$ cat src/rtl/mesi_pkg.sv
package mesi_pkg;

  typedef enum logic [1:0] {ST_I = 2'd0, ST_S = 2'd1, ST_E = 2'd2, ST_M = 2'd3} mesi_e;

  typedef enum logic [2:0] {
    OP_LOAD = 3'd0, OP_LOADX = 3'd1, OP_STORE = 3'd2, OP_ATOMIC = 3'd3, OP_EVICT = 3'd4
  } op_e;

  typedef enum logic [2:0] {
    MSG_NONE = 3'd0, MSG_READ = 3'd1, MSG_RDINV = 3'd2, MSG_INV = 3'd3, MSG_WB = 3'd4
  } msg_e;

  typedef enum logic [1:0] {PA_KEEP = 2'd0, PA_SHARE = 2'd1, PA_KILL = 2'd2} peer_e;
  typedef enum logic [1:0] {MA_KEEP = 2'd0, MA_FRESH = 2'd1, MA_STALE = 2'd2} mem_e;

  typedef struct packed {
    mesi_e req_next;
    peer_e peer;
    msg_e  msg;
    mem_e  mem;
    logic  wait_ack;
  } plan_t;

  // Decide the outcome of one request from the requester's own state
  // and whether some peer holds the line modified.
  function automatic plan_t resolve(mesi_e mine, op_e op, logic peer_mod);
    plan_t p;
    p.req_next = mine;
    p.peer     = PA_KEEP;
    p.msg      = MSG_NONE;
    p.mem      = MA_KEEP;
    p.wait_ack = 1'b0;
    unique case (op)
      OP_LOAD: begin
        if (mine == ST_I) begin
          p.msg      = MSG_READ;
          p.peer     = PA_SHARE;
          p.req_next = ST_S;
          p.mem      = MA_FRESH;
        end
      end
      OP_LOADX: begin
        if (mine == ST_I || mine == ST_S) begin
          p.msg      = MSG_RDINV;
          p.peer     = PA_KILL;
          p.req_next = peer_mod ? ST_M : ST_E;
          p.mem      = peer_mod ? MA_STALE : MA_KEEP;
        end
      end
      OP_STORE, OP_ATOMIC: begin
        unique case (mine)
          ST_E: begin
            p.req_next = ST_M;
            p.mem      = MA_STALE;
          end
          ST_S: begin
            p.msg      = MSG_INV;
            p.peer     = PA_KILL;
            p.wait_ack = 1'b1;
          end
          ST_I: begin
            p.msg      = MSG_RDINV;
            p.peer     = PA_KILL;
            p.req_next = ST_M;
            p.mem      = MA_STALE;
          end
          default: ;
        endcase
      end
      OP_EVICT: begin
        if (mine == ST_M) begin
          p.msg = MSG_WB;
          p.mem = MA_FRESH;
        end
        p.req_next = ST_I;
      end
      default: ;
    endcase
    return p;
  endfunction

endpackage

$ cat src/rtl/mesi_rr_arbiter.sv
module mesi_rr_arbiter #(
  parameter int N = 4,
  localparam int CW = (N > 1) ? $clog2(N) : 1
) (
  input  logic          clk,
  input  logic          rst_n,
  input  logic          enable,
  input  logic [N-1:0]  req,
  output logic          gnt_valid,
  output logic [CW-1:0] gnt_idx
);
  logic [CW-1:0] last_q;

  always_comb begin
    gnt_valid = 1'b0;
    gnt_idx   = '0;
    for (int off = 1; off <= N; off++) begin
      int t;
      t = int'(last_q) + off;
      if (t >= N) t = t - N;
      if (enable && !gnt_valid && req[t]) begin
        gnt_valid = 1'b1;
        gnt_idx   = CW'(t);
      end
    end
  end

  always_ff @(posedge clk) begin
    if (!rst_n) last_q <= CW'(N - 1);
    else if (gnt_valid) last_q <= gnt_idx;
  end
endmodule

$ cat src/rtl/mesi_ack_track.sv
module mesi_ack_track #(
  parameter int N = 4
) (
  input  logic         clk,
  input  logic         rst_n,
  input  logic         start,
  input  logic [N-1:0] need_in,
  input  logic [N-1:0] ack,
  output logic         active,
  output logic         finish
);
  logic [N-1:0] need_q, seen_q, covered;
  logic         active_q;

  assign covered = seen_q | ack;
  assign active  = active_q;
  assign finish  = active_q && ((covered & need_q) == need_q);

  always_ff @(posedge clk) begin
    if (!rst_n) begin
      active_q <= 1'b0;
      need_q   <= '0;
      seen_q   <= '0;
    end else if (start) begin
      active_q <= 1'b1;
      need_q   <= need_in;
      seen_q   <= '0;
    end else if (finish) begin
      active_q <= 1'b0;
      seen_q   <= '0;
    end else if (active_q) begin
      seen_q   <= covered;
    end
  end
endmodule

$ cat src/rtl/mesi_line_store.sv
module mesi_line_store
  import mesi_pkg::*;
#(
  parameter int NCPU  = 4,
  parameter int NLINE = 4,
  localparam int CW = (NCPU > 1) ? $clog2(NCPU) : 1,
  localparam int LW = (NLINE > 1) ? $clog2(NLINE) : 1
) (
  input  logic                    clk,
  input  logic                    rst_n,
  input  logic                    wr_en,
  input  logic [CW-1:0]           wr_cpu,
  input  logic [LW-1:0]           wr_line,
  input  mesi_e                   wr_state,
  input  peer_e                   wr_peer,
  input  mem_e                    wr_mem,
  output mesi_e                   st_o [NCPU][NLINE],
  output logic [NCPU*NLINE*2-1:0] flat_o,
  output logic [NLINE-1:0]        fresh_o
);
  mesi_e           st_q [NCPU][NLINE];
  logic [NLINE-1:0] fresh_q;

  always_ff @(posedge clk) begin
    if (!rst_n) begin
      for (int c = 0; c < NCPU; c++)
        for (int l = 0; l < NLINE; l++)
          st_q[c][l] <= ST_I;
      fresh_q <= '1;
    end else if (wr_en) begin
      for (int c = 0; c < NCPU; c++) begin
        if (CW'(c) == wr_cpu) begin
          st_q[c][wr_line] <= wr_state;
        end else begin
          unique case (wr_peer)
            PA_SHARE: if (st_q[c][wr_line] != ST_I) st_q[c][wr_line] <= ST_S;
            PA_KILL:  st_q[c][wr_line] <= ST_I;
            default:  ;
          endcase
        end
      end
      if (wr_mem == MA_FRESH) fresh_q[wr_line] <= 1'b1;
      else if (wr_mem == MA_STALE) fresh_q[wr_line] <= 1'b0;
    end
  end

  assign st_o    = st_q;
  assign fresh_o = fresh_q;

  for (genvar c = 0; c < NCPU; c++) begin : g_cpu
    for (genvar l = 0; l < NLINE; l++) begin : g_line
      assign flat_o[(c*NLINE+l)*2 +: 2] = st_q[c][l];
    end
  end
endmodule

$ cat src/rtl/mesi_ctrl.sv
module mesi_ctrl
  import mesi_pkg::*;
#(
  parameter int NCPU  = 4,
  parameter int NLINE = 4,
  localparam int CW = (NCPU > 1) ? $clog2(NCPU) : 1,
  localparam int LW = (NLINE > 1) ? $clog2(NLINE) : 1
) (
  input  logic                    clk,
  input  logic                    rst_n,
  input  logic [NCPU-1:0]         req_valid,
  input  logic [NCPU*3-1:0]       req_op,
  input  logic [NCPU*LW-1:0]      req_line,
  input  logic [NCPU-1:0]         snoop_ack,
  output logic [NCPU-1:0]         req_done,
  output logic                    msg_valid,
  output logic [2:0]              msg_kind,
  output logic [LW-1:0]           msg_line,
  output logic [CW-1:0]           msg_src,
  output logic [NCPU*NLINE*2-1:0] line_state,
  output logic [NLINE-1:0]        mem_fresh
);
  // Named internal events, visible to the bound checker.
  logic          busy;
  logic          grant_fire;
  logic          complete_fire;
  logic [CW-1:0] gnt_idx;
  op_e           sel_op;
  logic [LW-1:0] sel_line;
  logic          peer_mod;
  mesi_e         mine;
  plan_t         plan;
  mesi_e         st_view [NCPU][NLINE];
  logic [CW-1:0] wait_cpu_q;
  logic [LW-1:0] wait_line_q;
  logic [NCPU-1:0] need_mask;

  mesi_rr_arbiter #(.N(NCPU)) u_arb (
    .clk(clk), .rst_n(rst_n), .enable(!busy), .req(req_valid),
    .gnt_valid(grant_fire), .gnt_idx(gnt_idx)
  );

  assign sel_op   = op_e'(req_op[gnt_idx*3 +: 3]);
  assign sel_line = req_line[gnt_idx*LW +: LW];
  assign mine     = st_view[gnt_idx][sel_line];

  always_comb begin
    peer_mod  = 1'b0;
    need_mask = '1;
    for (int c = 0; c < NCPU; c++) begin
      if (CW'(c) != gnt_idx && st_view[c][sel_line] == ST_M) peer_mod = 1'b1;
      if (CW'(c) == gnt_idx) need_mask[c] = 1'b0;
    end
  end

  assign plan = resolve(mine, sel_op, peer_mod);

  mesi_ack_track #(.N(NCPU)) u_ack (
    .clk(clk), .rst_n(rst_n),
    .start(grant_fire && plan.wait_ack), .need_in(need_mask), .ack(snoop_ack),
    .active(busy), .finish(complete_fire)
  );

  // Either a fresh grant or the close of a pending invalidate writes the array.
  logic          wr_en;
  logic [CW-1:0] wr_cpu;
  logic [LW-1:0] wr_line;
  mesi_e         wr_state;
  peer_e         wr_peer;
  mem_e          wr_mem;

  always_comb begin
    wr_en    = grant_fire || complete_fire;
    wr_cpu   = gnt_idx;
    wr_line  = sel_line;
    wr_state = plan.req_next;
    wr_peer  = plan.peer;
    wr_mem   = plan.mem;
    if (complete_fire) begin
      wr_cpu   = wait_cpu_q;
      wr_line  = wait_line_q;
      wr_state = ST_M;
      wr_peer  = PA_KEEP;
      wr_mem   = MA_STALE;
    end
  end

  mesi_line_store #(.NCPU(NCPU), .NLINE(NLINE)) u_store (
    .clk(clk), .rst_n(rst_n), .wr_en(wr_en), .wr_cpu(wr_cpu), .wr_line(wr_line),
    .wr_state(wr_state), .wr_peer(wr_peer), .wr_mem(wr_mem),
    .st_o(st_view), .flat_o(line_state), .fresh_o(mem_fresh)
  );

  always_ff @(posedge clk) begin
    if (!rst_n) begin
      req_done    <= '0;
      msg_valid   <= 1'b0;
      msg_kind    <= MSG_NONE;
      msg_line    <= '0;
      msg_src     <= '0;
      wait_cpu_q  <= '0;
      wait_line_q <= '0;
    end else begin
      req_done  <= '0;
      msg_valid <= 1'b0;
      msg_kind  <= MSG_NONE;
      if (grant_fire) begin
        if (plan.msg != MSG_NONE) begin
          msg_valid <= 1'b1;
          msg_kind  <= plan.msg;
          msg_line  <= sel_line;
          msg_src   <= gnt_idx;
        end
        if (plan.wait_ack) begin
          wait_cpu_q  <= gnt_idx;
          wait_line_q <= sel_line;
        end else begin
          req_done[gnt_idx] <= 1'b1;
        end
      end
      if (complete_fire) req_done[wait_cpu_q] <= 1'b1;
    end
  end
endmodule

$ cat config.mk
export PLATFORM = sky130hd
export DESIGN_NAME = mesi_ctrl
export DESIGN_NICKNAME = d
export VERILOG_FILES = /design/src/rtl/mesi_pkg.sv /design/src/rtl/mesi_rr_arbiter.sv /design/src/rtl/mesi_ack_track.sv /design/src/rtl/mesi_line_store.sv /design/src/rtl/mesi_ctrl.sv
export SDC_FILE = /design/constraint.sdc
export NUM_CORES = 1
export LEC_CHECK = 0
export ABC_AREA = 1
export BUFFER_PORTS_ARGS = -buffer_cell sky130_fd_sc_hd__buf_2
export CAP_MARGIN = 5
export CORE_ASPECT_RATIO = 0.6
export CORE_MARGIN = 10
export CORE_UTILIZATION = 35
export CTS_BUF_LIST = sky130_fd_sc_hd__clkbuf_16
export CTS_CLUSTER_DIAMETER = 150
export DETAILED_ROUTE_END_ITERATION = 16
export PLACE_DENSITY_LB_ADDON = 0.12
export SLEW_MARGIN = 20
export SYNTH_ARGS = -nofsm -noshare
export SYNTH_HDL_FRONTEND = slang
export SYNTH_SLANG_ARGS = --single-unit
$ cat constraint.sdc
create_clock -name clk -period 4.1 [get_ports clk]
set_input_delay 0.615 -clock clk [delete_from_list [all_inputs] [get_ports clk]]
set_output_delay 0.615 -clock clk [all_outputs]
set_load 0.01 [all_outputs]
==> impl_metrics.yaml <==
place:
  dpl_worst_slack_ns: 0.151
  placement.io_buffers: 77
  gpl.final_weighted_congestion: 0.988
  dp.final_hpwl_um: 14500
sta:
  period_share: 0.921
  minimum_clock_period_ns: 3.78
  maxSlewViolCount: 0
  maxSlewHeadroom: 0.636
  timing_worst_slew_pin_value_ns: 0.547
  fin_skew_ns: 0.00870
  maxClockFrequency_ghz: 0.265
  setup_violations: 0
  timing.final.hold_violations: 0
  setup_repair_after_global_routing_missed_its_margin: "true"
  minimum_hold_slack_ns: 0.481
  crit_path_setup_slack_layout_ns: 0.325
critical_path:
  timing.critical_path.max_delay_family: "simple AND/OR/NAND/NOR gates"
  most_frequent_cell_on_critical_path: "sky130_fd_sc_hd__nand2_1"
  required_ns: 4.36
  cp.buffers_inverters: 5
  worst-path-max-fanout: 9
  timing.critical_path.arrival_ns: 4.04
  cp_slowest_cell: "sky130_fd_sc_hd__dfxtp_1"
  criticalPathCategory: "reg2reg"
  cpPeakStageDelay_ns: 0.41
  endpoint_kind: "flip-flop"
  worstSetupStartpointType: "flip-flop"
synthesis:
  synth_cell_types: 40
  post_synth_main_area_contributors: "sky130_fd_sc_hd__dfxtp_1 25%, sky130_fd_sc_hd__nand2_1 22%, sky130_fd_sc_hd__nand3_1 7.5%"
  postSynthCellCount: 831
  synth.yosys.seq_area_share: 0.255
  netlist_area_um2: 4950
  synth_top_cell_area_share: 0.255
  synth_largest_area_cell: "sky130_fd_sc_hd__dfxtp_1"
  asyncSetResetFlopFracSynth: 0
  synth.net_count: 864
  synth_area_per_cell_um2: 5.95
  synth_enable_flop_cells: 0
  synth-main-ff-cell: "sky130_fd_sc_hd__dfxtp_1"
  warnings_from_yosys: 0
  synth-seq-cells: 63
clock_network:
  cts_tree: "built"
  clock_tree.buffer_depth: 2
  cts_repair_resize_count: 0
  worstSkewPairLatency_ns: 0.34
  cts_htree_levels: 3
  postCtsSetupBuffers: 0
  post_cts_hold_buffer_count: 0
  tritoncts.num_buffers: 9
  cts_root_buffer: "sky130_fd_sc_hd__clkbuf_16"
  numClockSinks: 63
  clk_pin_slew_ns: 0.06
global_route:
  total_gr_overflow: 0
  global_route_wire_length_before_repair_um: 29100
  first_global_vias: 5116
  total_routing_usage_reported_by_global_routing: 0.184
  number_of_antenna_violations_at_the_first_check_in_global_routing: 0
  pin_count_of_the_biggest_net_entering_global_routing: 34
floorplanning:
  rows: 33
  core_area_um2: 13700
  fp.dieH_um: 112
  floorplan.die.width_um: 173
  io-pin-count: 78
  design.die.area_um2: 19400
  floorplan.initialDensity: 0.360
outcome:
  run_status: "completed"
finish:
  post_route_cells_drive_above_1_share: 0.233
  area_growth_syn_to_layout_pct: 22.2
  nets: 961
  antennaDiodeCount: 0
route:
  via_count: 5611
  finalWirelength_um: 18300
  drt_first_pass_iters: 5
  detail-route-antenna-nets: 0
  routedWlPerCell_um: 16.3
  viasPerCell: 4.99
  detail_route.iter0.violations: 543
  drc_violation_count_after_routing: 0
flow_run:
  drv_cap: 0
worst_hold_path:
  hp-class: "reg2reg"
## cell families (layout without fill, tap and decap cells)
| group | after synthesis | count (layout) | synth area share |
|---|---|---|---|
| AOI/OAI and AO/OA | 110 | 110 | 0.129 |
| and+or+nand+nor | 515 | 515 | 0.490 |
| adders and majority gates | 3 | 3 | 0.00759 |
| DFF | 63 | 63 | 0.255 |
| buffers and inverters | 140 | 242 | 0.118 |
## per-stage QoR
step	utilization	instances	area, um2	TNS (ns)
after global routing	0.440	1125	6040	-0.00798
after floorplan	-	831	4950	0
final	0.440	1125	6040	0
after CTS	0.438	1125	6020	0
after global placement	0.416	1109	5720	0
after detailed placement	0.416	1109	5720	0
## cells in the final DEF, fill, tap and decap left out, drive strengths merged
master / Yosys / layout
o211ai: 2 / 2
nor3: 2 / 2
o21ai: 57 / 57
a21boi: 1 / 1
dfxtp: 63 / 63
nand2: 317 / 317
bufinv: 0 / 1
nand4: 26 / 26
clkbuf: 11 / 9
a211oi: 1 / 1
inv: 111 / 112
ha: 3 / 3
clkinvlp: 0 / 2
clkinv: 3 / 6
nor2: 81 / 81
buf: 15 / 112
a21oi: 35 / 35
nand3b: 5 / 5
o31ai: 2 / 2
o2111ai: 12 / 12
nand3: 84 / 84
## synthesized netlist by cell type, types with 8 or more instances
library cell,instances
sky130_fd_sc_hd__o21ai_0,23
sky130_fd_sc_hd__nand4_1,24
sky130_fd_sc_hd__dfxtp_1,63
sky130_fd_sc_hd__nand2_1,288
sky130_fd_sc_hd__nand2_2,22
sky130_fd_sc_hd__clkbuf_1,11
sky130_fd_sc_hd__nand3_2,8
sky130_fd_sc_hd__inv_1,94
sky130_fd_sc_hd__a21oi_1,33
sky130_fd_sc_hd__nor2_2,10
sky130_fd_sc_hd__inv_2,15
sky130_fd_sc_hd__nand3_1,74
sky130_fd_sc_hd__nor2_1,65
sky130_fd_sc_hd__o21ai_1,31
sky130_fd_sc_hd__o2111ai_1,12
sky130_fd_sc_hd__buf_2,8
## worst min-delay path: cells and delay by family (launching register included)
| kind | cells | cell delay (ns) |
|---|---|---|
| compound gates | 1 | 0.06 |
| flops | 1 | 0.31 |
| simple gates | 1 | 0.06 |
## routing by layer
metal / part of all wire / vias to the layer above / global-route usage
met5: 0 / - / 0
met4: 0.0052 / 0 / 0.0303
met3: 0.087 / 9 / 0.0438
met2: 0.37 / 205 / 0.241
met1: 0.53 / 2526 / 0.291
li1: - / 2871 / -
## final timing paths
| kind | start | end | slack, ns | cells past startpoint |
|---|---|---|---|---|
| setup reg to reg | u_arb.last_q[0] | flip-flop | 0.32 | 25 |
| setup / recovery | u_arb.last_q[0] | flip-flop | 0.32 | 25 |
| hold / removal | flip-flop | flip-flop | 0.48 | 2 |
| hold reg to reg | flip-flop | flip-flop | 0.48 | 2 |
## layout make-up
type | instances | area, um2
Timing Repair Buffer | 112 | 686
Clock inverter | 7 | 72.6
Tap cell | 192 | 240
Inverter | 114 | 435
Fill cell | 1516 | 7710
Multi-Input combinational cell | 628 | 3120
Sequential cell | 63 | 1260
Clock buffer | 9 | 225
Power is not shown: default switching activity piles up to over one toggle a cycle in this logic, so the estimate is an artifact.
